## config.mk

```make
export PLATFORM = sky130hd
export DESIGN_NAME = cnt_reg_frames
export DESIGN_NICKNAME = d
export VERILOG_FILES = /design/src/rtl/cntreg_pkg.sv /design/src/rtl/cntreg_decode.sv /design/src/rtl/cntreg_ctrl.sv /design/src/rtl/cntreg_rdmux.sv /design/src/rtl/cnt_reg_frames.sv
export SDC_FILE = /design/constraint.sdc
export NUM_CORES = 1
export LEC_CHECK = 0
export BUFFER_PORTS_ARGS = -buffer_cell sky130_fd_sc_hd__buf_2
export CORE_MARGIN = 5
export CORE_UTILIZATION = 38
export CTS_CLUSTER_SIZE = 14
export DETAILED_ROUTE_END_ITERATION = 7
export HOLD_SLACK_MARGIN = 0.08
export PLACE_DENSITY_LB_ADDON = 0.3
export SLEW_MARGIN = 15
export SYNTH_ARGS = -nofsm -noshare
export SYNTH_HDL_FRONTEND = slang
export SYNTH_SLANG_ARGS = --single-unit
```

## constraint.sdc

```tcl
create_clock -name clk_i -period 6.3 [get_ports clk_i]
set_input_delay 0.945 -clock clk_i [delete_from_list [all_inputs] [get_ports clk_i]]
set_output_delay 0.945 -clock clk_i [all_outputs]
set_load 0.01 [all_outputs]
```

## src/rtl/cntreg_pkg.sv

```systemverilog
package cntreg_pkg;
  localparam int DW     = 32;
  localparam int CTRL_W = 5;
  localparam int CB_EN   = 0;
  localparam int CB_HDBG = 1;
  localparam int CB_SCEN = 2;
  localparam int CB_IMSK = 3;
  localparam int CB_EDIS = 4;

  localparam logic [31:0] OFF_CTRL   = 32'h000;
  localparam logic [31:0] OFF_STAT   = 32'h004;
  localparam logic [31:0] OFF_CLO    = 32'h008;
  localparam logic [31:0] OFF_CHI    = 32'h00C;
  localparam logic [31:0] OFF_SCL    = 32'h010;
  localparam logic [31:0] OFF_CAP    = 32'h01C;
  localparam logic [31:0] OFF_SCL_B  = 32'h0D0;
  localparam logic [31:0] OFF_SCL1   = 32'h0D4;
  localparam logic [31:0] OFF_ID_LO  = 32'hFD0;
  localparam logic [31:0] OFF_ID_HI  = 32'hFFC;
  localparam logic [31:0] CAP_WORD   = 32'h0002_0001;

  typedef enum logic [3:0] {
    K_NONE, K_CTRL, K_STAT, K_CNT_LO, K_CNT_HI,
    K_SCALE, K_SCALE1, K_CAP, K_IDB
  } reg_kind_e;

  typedef struct packed {
    reg_kind_e   kind;
    logic [3:0]  id_idx;
    logic        sts;
  } dec_t;

  function automatic logic [7:0] id_byte(input logic [3:0] idx, input logic sts);
    case (idx)
      4'd0:    id_byte = 8'h04;
      4'd4:    id_byte = sts ? 8'hBB : 8'hBA;
      4'd5:    id_byte = 8'hB0;
      4'd6:    id_byte = 8'h0B;
      4'd8:    id_byte = 8'h0D;
      4'd9:    id_byte = 8'hF0;
      4'd10:   id_byte = 8'h05;
      4'd11:   id_byte = 8'hB1;
      default: id_byte = 8'h00;
    endcase
  endfunction
endpackage

```

## src/rtl/cntreg_decode.sv

```systemverilog
module cntreg_decode
  import cntreg_pkg::*;
#(
  parameter int ADDR_W = 13
) (
  input  logic [ADDR_W-1:0] addr_i,
  output dec_t              dec_o
);
  localparam int OFF_W = ADDR_W - 1;

  logic [31:0] woff;
  logic [31:0] id_rel;
  logic        in_id;
  logic        sts;

  // word offset inside the frame, byte lanes ignored
  assign woff   = 32'(addr_i[OFF_W-1:0]) & ~32'h3;
  assign id_rel = woff - OFF_ID_LO;
  assign in_id  = (woff >= OFF_ID_LO) && (woff <= OFF_ID_HI);
  assign sts    = addr_i[ADDR_W-1];

  always_comb begin
    dec_o.sts    = sts;
    dec_o.id_idx = id_rel[5:2];
    dec_o.kind   = K_NONE;
    if (in_id) begin
      dec_o.kind = K_IDB;
    end else if (sts) begin
      if (woff == 32'h0)      dec_o.kind = K_CNT_LO;
      else if (woff == 32'h4) dec_o.kind = K_CNT_HI;
    end else begin
      case (woff)
        OFF_CTRL:  dec_o.kind = K_CTRL;
        OFF_STAT:  dec_o.kind = K_STAT;
        OFF_CLO:   dec_o.kind = K_CNT_LO;
        OFF_CHI:   dec_o.kind = K_CNT_HI;
        OFF_SCL,
        OFF_SCL_B: dec_o.kind = K_SCALE;
        OFF_SCL1:  dec_o.kind = K_SCALE1;
        OFF_CAP:   dec_o.kind = K_CAP;
        default:   dec_o.kind = K_NONE;
      endcase
    end
  end
endmodule

```

## src/rtl/cntreg_ctrl.sv

```systemverilog
module cntreg_ctrl
  import cntreg_pkg::*;
#(
  parameter logic [DW-1:0] SCALE_RST = 32'h0100_0000
) (
  input  logic              clk_i,
  input  logic              rst_ni,
  input  logic              wr_ctrl_i,
  input  logic              wr_scale_i,
  input  logic [DW-1:0]     wdata_i,
  output logic [CTRL_W-1:0] ctrl_o,
  output logic [DW-1:0]     scale_o
);
  always_ff @(posedge clk_i or negedge rst_ni) begin
    if (!rst_ni) begin
      ctrl_o  <= '0;
      scale_o <= SCALE_RST;
    end else begin
      if (wr_ctrl_i)  ctrl_o  <= wdata_i[CTRL_W-1:0];
      if (wr_scale_i) scale_o <= wdata_i;
    end
  end
endmodule

```

## src/rtl/cntreg_rdmux.sv

```systemverilog
module cntreg_rdmux
  import cntreg_pkg::*;
(
  input  dec_t              dec_i,
  input  logic [CTRL_W-1:0] ctrl_i,
  input  logic [DW-1:0]     scale_i,
  input  logic [2*DW-1:0]   count_i,
  output logic [DW-1:0]     rdata_o
);
  always_comb begin
    case (dec_i.kind)
      K_CTRL:   rdata_o = DW'(ctrl_i);
      K_CNT_LO: rdata_o = count_i[DW-1:0];
      K_CNT_HI: rdata_o = count_i[2*DW-1:DW];
      K_SCALE:  rdata_o = scale_i;
      K_CAP:    rdata_o = CAP_WORD;
      K_IDB:    rdata_o = DW'(id_byte(dec_i.id_idx, dec_i.sts));
      default:  rdata_o = '0;  // status word, second scale, unmapped
    endcase
  end
endmodule

```

## src/rtl/cnt_reg_frames.sv

```systemverilog
module cnt_reg_frames
  import cntreg_pkg::*;
#(
  parameter int          ADDR_W    = 13,
  parameter logic [31:0] SCALE_RST = 32'h0100_0000
) (
  input  logic              clk_i,
  input  logic              rst_ni,
  input  logic              req_i,
  input  logic              we_i,
  input  logic [ADDR_W-1:0] addr_i,
  input  logic [31:0]       wdata_i,
  output logic [31:0]       rdata_o,
  output logic              rvalid_o,
  input  logic [63:0]       count_i,
  output logic              enable_o,
  output logic              scale_en_o,
  output logic [31:0]       scale_o,
  output logic              cnt_ld_lo_o,
  output logic              cnt_ld_hi_o,
  output logic [31:0]       cnt_ld_data_o
);
  dec_t              dec;
  logic              acc_wr, acc_rd;
  logic [CTRL_W-1:0] ctrl_q;
  logic [DW-1:0]     rd_val;

  cntreg_decode #(.ADDR_W(ADDR_W)) u_dec (
    .addr_i (addr_i),
    .dec_o  (dec)
  );

  // status frame is read-only
  assign acc_wr = req_i & we_i & ~dec.sts;
  assign acc_rd = req_i & ~we_i;

  cntreg_ctrl #(.SCALE_RST(SCALE_RST)) u_ctrl (
    .clk_i      (clk_i),
    .rst_ni     (rst_ni),
    .wr_ctrl_i  (acc_wr && dec.kind == K_CTRL),
    .wr_scale_i (acc_wr && dec.kind == K_SCALE),
    .wdata_i    (wdata_i),
    .ctrl_o     (ctrl_q),
    .scale_o    (scale_o)
  );

  cntreg_rdmux u_rd (
    .dec_i   (dec),
    .ctrl_i  (ctrl_q),
    .scale_i (scale_o),
    .count_i (count_i),
    .rdata_o (rd_val)
  );

  always_ff @(posedge clk_i or negedge rst_ni) begin
    if (!rst_ni) begin
      rdata_o  <= '0;
      rvalid_o <= 1'b0;
    end else begin
      rvalid_o <= acc_rd;
      if (acc_rd) rdata_o <= rd_val;
    end
  end

  assign enable_o      = ctrl_q[CB_EN];
  assign scale_en_o    = ctrl_q[CB_SCEN];
  assign cnt_ld_lo_o   = acc_wr && dec.kind == K_CNT_LO;
  assign cnt_ld_hi_o   = acc_wr && dec.kind == K_CNT_HI;
  assign cnt_ld_data_o = wdata_i;
endmodule

```

=== Word-level counts from Yosys, hierarchy flattened ===
Cells that the tools add are included.

* $add $sub $neg: 1
* Magnitude comparators: 2
* Equality and inequality tests: 20
* Bitwise gates (word level): 5
* Reduce and logical (&&, ||, !) cells: 8
* Muxes and demuxes: 8

{| class="wikitable"
|+ Operator list
! operator !! count
|-
| $pmux 32 s6 || 1
|-
| $pmux 8 s8 || 1
|-
| $logic_not 32->1 || 1
|-
| $eq 4x3->1 const B || 6
|-
| $pmux 3 s7 || 1
|-
| $eq 10x2->1 const B || 2
|-
| $eq 10x3->1 const B || 2
|-
| $eq 10x6->1 const B || 2
|-
| $eq 4x4->1 const B || 5
|-
| $ge 12x12->1 const B || 1
|-
| $le 12x12->1 const B || 1
|-
| $mux 4 || 3
|-
| $eq 10x1->1 const B || 1
|-
| $sub 6x5->6 const B || 1
|-
| $logic_and 1x1->1 || 5
|-
| $eq 4x1->1 const B || 1
|-
| $eq 4x2->1 const B || 1
|-
| $logic_not 4->1 || 1
|-
| $and 1x1->1 || 3
|-
| $mux 3 || 1
|-
| $not 1->1 || 2
|-
| $reduce_or 2->1 || 1
|-
| $mux 1 || 1
|}

* Output and inout port bits: 101
* Flip-flop bits (word level): 70

=== Logic depth before layout (Yosys ltp) ===
* Word-level depth: 7
* Depth in mapped cells: 8
* Mapped depth without buffers: 6

=== Hierarchy ===
From an unflattened synthesis, not the netlist that was laid out.

* Cells, all modules: 343
* Area, all modules: 4256.6 um2

{| class="wikitable"
|+ Modules (own cells, without submodules)
! module !! cells an instance !! instances !! seq. area each (um2) !! area an instance (um2)
|-
| cnt_reg_frames || 109 || 1 || 825.8 || 1635.3
|-
| cntreg_ctrl || 78 || 1 || 927.1 || 1527.7
|-
| cntreg_rdmux || 118 || 1 || 0.0 || 833.3
|-
| cntreg_decode || 38 || 1 || 0.0 || 260.2
|}

=== Worst setup path after synthesis ===
Ideal clock, no wire load.

* Path kind: input to output
* Start point: in addr_i[4]
* End point: out cnt_ld_lo_o
* Stages: 8
* Path slack: 2.614 ns
* Path buffers: 3
* Arrival: 2.741 ns
* Data required time: 5.355 ns
* Cell sequence: clkbuf_1 -> nor4_1 -> nand2_1 -> a2111oi_2 -> buf_2 -> buf_2 -> inv_1 -> nor2_1

* Word-level cells in the longest chain between the ends: 7

{| class="wikitable"
|+ RTL lines
! element !! line !! source
|-
| start: declaration || cnt_reg_frames.sv:11 || <nowiki>input logic [ADDR_W-1:0] addr_i,</nowiki>
|-
| $eq 10x3->1 (tied with other cells) || cntreg_decode.sv:32 || <nowiki>case (woff)</nowiki>
|-
| $reduce_or 2->1 or $mux 3 (tied branches) || cntreg_decode.sv:32, cntreg_decode.sv:30 ||
|-
| $pmux 3 s7 or $mux 4 (tied branches) || cntreg_decode.sv:32, cntreg_decode.sv:29 ||
|-
| $mux 4 || cntreg_decode.sv:28 || <nowiki>end else if (sts) begin</nowiki>
|-
| $mux 4 * || cntreg_decode.sv:26 || <nowiki>if (in_id) begin</nowiki>
|-
| $eq 4x2->1 * || cnt_reg_frames.sv:67 || <nowiki>assign cnt_ld_lo_o = acc_wr && dec.kind == K_CNT_LO;</nowiki>
|-
| $logic_and 1x1->1 * || cnt_reg_frames.sv:67 ||
|-
| end: declaration || cnt_reg_frames.sv:19 || <nowiki>output logic cnt_ld_lo_o,</nowiki>
|}

Every way passes the cells marked *; elsewhere a longest branch is shown, timed or not.

=== Worst setup path after layout ===
* Start point: in addr_i[2]
* End point: out cnt_ld_hi_o

* Word-level cells in the longest chain between the ends: 7

{| class="wikitable"
|+ RTL lines
! element !! line !! source
|-
| $eq 10x3->1 (tied with other cells) || cntreg_decode.sv:32 ||
|-
| $reduce_or 2->1 or $mux 3 (tied branches) || cntreg_decode.sv:32, cntreg_decode.sv:30 ||
|-
| $pmux 3 s7 or $mux 4 (tied branches) || cntreg_decode.sv:32, cntreg_decode.sv:29 ||
|-
| $mux 4 || cntreg_decode.sv:28 ||
|-
| $mux 4 * || cntreg_decode.sv:26 ||
|-
| $eq 4x3->1 * || cnt_reg_frames.sv:68 || <nowiki>assign cnt_ld_hi_o = acc_wr && dec.kind == K_CNT_HI;</nowiki>
|-
| $logic_and 1x1->1 * || cnt_reg_frames.sv:68 ||
|-
| end: declaration || cnt_reg_frames.sv:20 || <nowiki>output logic cnt_ld_hi_o,</nowiki>
|}

Marked as above.

==> key figures <==
Synthesis
  – Synth top area share: 0.456
  – Synthesis Warnings: 0
  – Syn Area/Cell: 11.2 µm²
  – Seq/Total Area, Yosys: 0.463
  – Synth cell count leaders: dfrtp_1, a22oi_1, buf_4
  – Synth Instances: 339
  – Dominant cells by area after synthesis: dfrtp_1, a22oi_1, mux2_1
  – Most frequent cell after synthesis: dfrtp_1
  – Dominant cell type by area after synthesis: dfrtp_1
  – Flops & latches, synth: 70
  – Syn Nets: ~450
  – Yosys cell types: 48
  – Ys async rst share: 1.00
  – Synth Flop Type: dfrtp_1
  – Post-synth EDFFs: 0
  – Area of the mapped netlist: around 0.0038 mm²

Floorplan
  – Core Footprint: 0.00973 mm²
  – Starting Density: 0.389
  – Top-level port count: approximately 210
  – Site Rows: 36
  – Die height: 110 µm
  – Width of the die: roughly 110 µm
  – Die ar.: roughly 0.012 mm²

Run status
  – Status: completed

Timing
  – Worst setup margin: approximately 2.0 ns
  – Relative slew margins: 0.365
  – Fin crit share: 0.689
  – Setup tns final: 0 ns
  – RSZ-0062 raised after global routing: no
  – Worst slew pin tran: ~0.95 ns
  – Max Slew Vio Count: 0
  – Final hold viol count: 0
  – Max Clock Skew: roughly 0.016 ns
  – Final min period: 4.34 ns
  – Fmax achieved: roughly 230 MHz
  – # setup viols final: 0

Global routing
  – First-pass GRT wire length: roughly 18 mm
  – Total gr overflow: 0
  – Pin count of the biggest net entering global routing: slightly above 70
  – Grt met2 use: 0.320
  – Total GRT Usage: 0.195
  – GR Util met1: 0.262
  – Gr busiest metal: met2
  – Initial antenna violation count: 0
  – Vias in the first global route: 3,462
  – M3 GR Usage: 0.0388

Clocking
  – Clock root buffer: clkbuf_8
  – Post-CTS setup buffers: 0
  – Clock-pin slew on the worst setup and hold paths: around 0.080 ns
  – Clock Latency Late Sink: around 0.34 ns
  – Hold_buf cts: 0
  – Total CTS buffers: 9
  – CTS tree: yes
  – CTS sink cnt: 70
  – CTS resizes: 0
  – H-tree levels: 3
  – Deepest clock path buffer count: 2

Critical path
  – Crit Path Max Fanout: 14
  – Crit path from: addr_i[2]
  – Worst r2r path cells: 3
  – Worst R2R Start: rdata_o[0]$_DFFE_PN0P_
  – CP Class: primary input to output pin
  – Crit. End Element: output pin
  – Critical path arrival: 3.40 ns
  – Startpoint Class: primary input
  – CP required: around 5.4 ns

Detailed routing
  – Drt drc: 0
  – Initial DRT Pass Iterations: 5
  – Routed wire length: approximately 12 mm
  – Final ANT Viol Nets: 0
  – DR vias: approximately 3,500
  – Initial drt markers: roughly 200
  – WL per Instance: 18.4 µm
  – Via density: 5.35

Place
  – Placed instance area: 0.00472 mm²
  – I/O Buffers: between 200 and 250
  – Pre-CTS setup slack: approximately 2 ns
  – Detailed Place HPWL: between 8 and 9 mm
  – GP Congestion: about 0.86

Cells and area
  – Nets: 627
  – Share of cells above drive strength 1: 0.493
  – Antenna cells: 0
  – Design area: 0.00490 mm²
  – Layout area overhead: 29.3%

Power
  – Leak: 2.56 nW
  – PD cells: around 180 mW/mm²
  – Total Power: ~900 µW
  – VDD IR max: between 100 and 150 µV

Run
  – Reported max-cap violation count: 0

Hold path
  – Tightest Hold Check Type: register to register
  – WHS Path Cells: 2
  – Min-delay src: rdata_o[17]$_DFFE_PN0P_
==> metrics by stage <==
| stage | util | instances | hold WS, ns |
|---|---|---|---|
| 3_3_place_gp | 0.485 | 636 | 0.474 |
| 3_5_place_dp | 0.485 | 636 | 0.475 |
| 6_report | 0.504 | 652 | 0.492 |
| 5_1_grt | 0.504 | 652 | 0.522 |
| 2_1_floorplan | - | 339 | 0.474 |
| 4_1_cts | 0.504 | 652 | 0.494 |
==> kinds of logic (layout without fill, tap and decap cells) <==
logic type,count (synthesis),in the layout,share of synthesized area
DFF,70,70,0.463
and+or+nand+nor,64,64,0.0944
AOI/OAI and AO/OA,109,109,0.227
muxes,41,41,0.122
buffers and inverters,55,235,0.0945
==> area by class of cell <==
class	count	area [µm²]
clock buffers	10	138
clock inverters	6	45.0
fillers	941	4830
inverters	3	11.3
multi-input cells	214	1690
flip-flops and latches	70	1750
well taps	133	166
repair buffers	216	1100
==> per-layer routing <==
metal  vias to the layer above  wire length (µm)
met5                         -                 0
met4                         0                79
met3                         4               945
met2                       166              5950
met1                      1707              5030
li1                       1611                 -
==> critical path: stages <==
cell,delay [ns]
buf_2,0.17
or4b_4,0.57
a211oi_4,0.35
o211ai_4,0.22
nor4b_2,0.77
nor2b_1,0.22
buf_2,0.14
==> path summary, 6_finish.rpt <==
| path | end | slack (ns) |
|---|---|---|
| setup / recovery | cnt_ld_hi_o | 1.96 |
| setup reg to reg | rdata_o[0]$_DFFE_PN0P_ | 5.00 |
| max in group asynchronous | u_ctrl.scale_o[9]$_DFFE_PN0P_ | 4.98 |
| hold reg to reg | rdata_o[17]$_DFFE_PN0P_ | 0.49 |
| hold / removal | rdata_o[17]$_DFFE_PN0P_ | 0.49 |
| min in group asynchronous | u_ctrl.scale_o[11]$_DFFE_PN0P_ | 0.73 |
==> power by group <==
part	total, mW	internal [mW]	switching [mW]
sequential	0.457	0.454	0.00260
combinational	0.108	0.0460	0.0624
clock	0.333	0.155	0.178
total	0.899	0.655	0.243
==> flip-flops by register name, summed over array words and instances (netlist names) <==
signal          flops
u_ctrl.scale_o     32
rvalid_o            1
rdata_o            32
u_ctrl.ctrl_o       5
==> cells in the final DEF (no fill, tap or decap), types with 4 or more instances in the layout <==
master,n
mux2_1,30
buf_4,6
mux2_2,11
clkbuf_8,10
a22oi_1,47
o21ai_1,7
buf_2,210
or3_1,4
a221oi_1,7
nand2_1,12
o21ai_0,20
nor2_1,17
nand2b_1,4
dfrtp_1,69
nand3_1,7
a21oi_1,4
(Power assumes the default switching activity.)
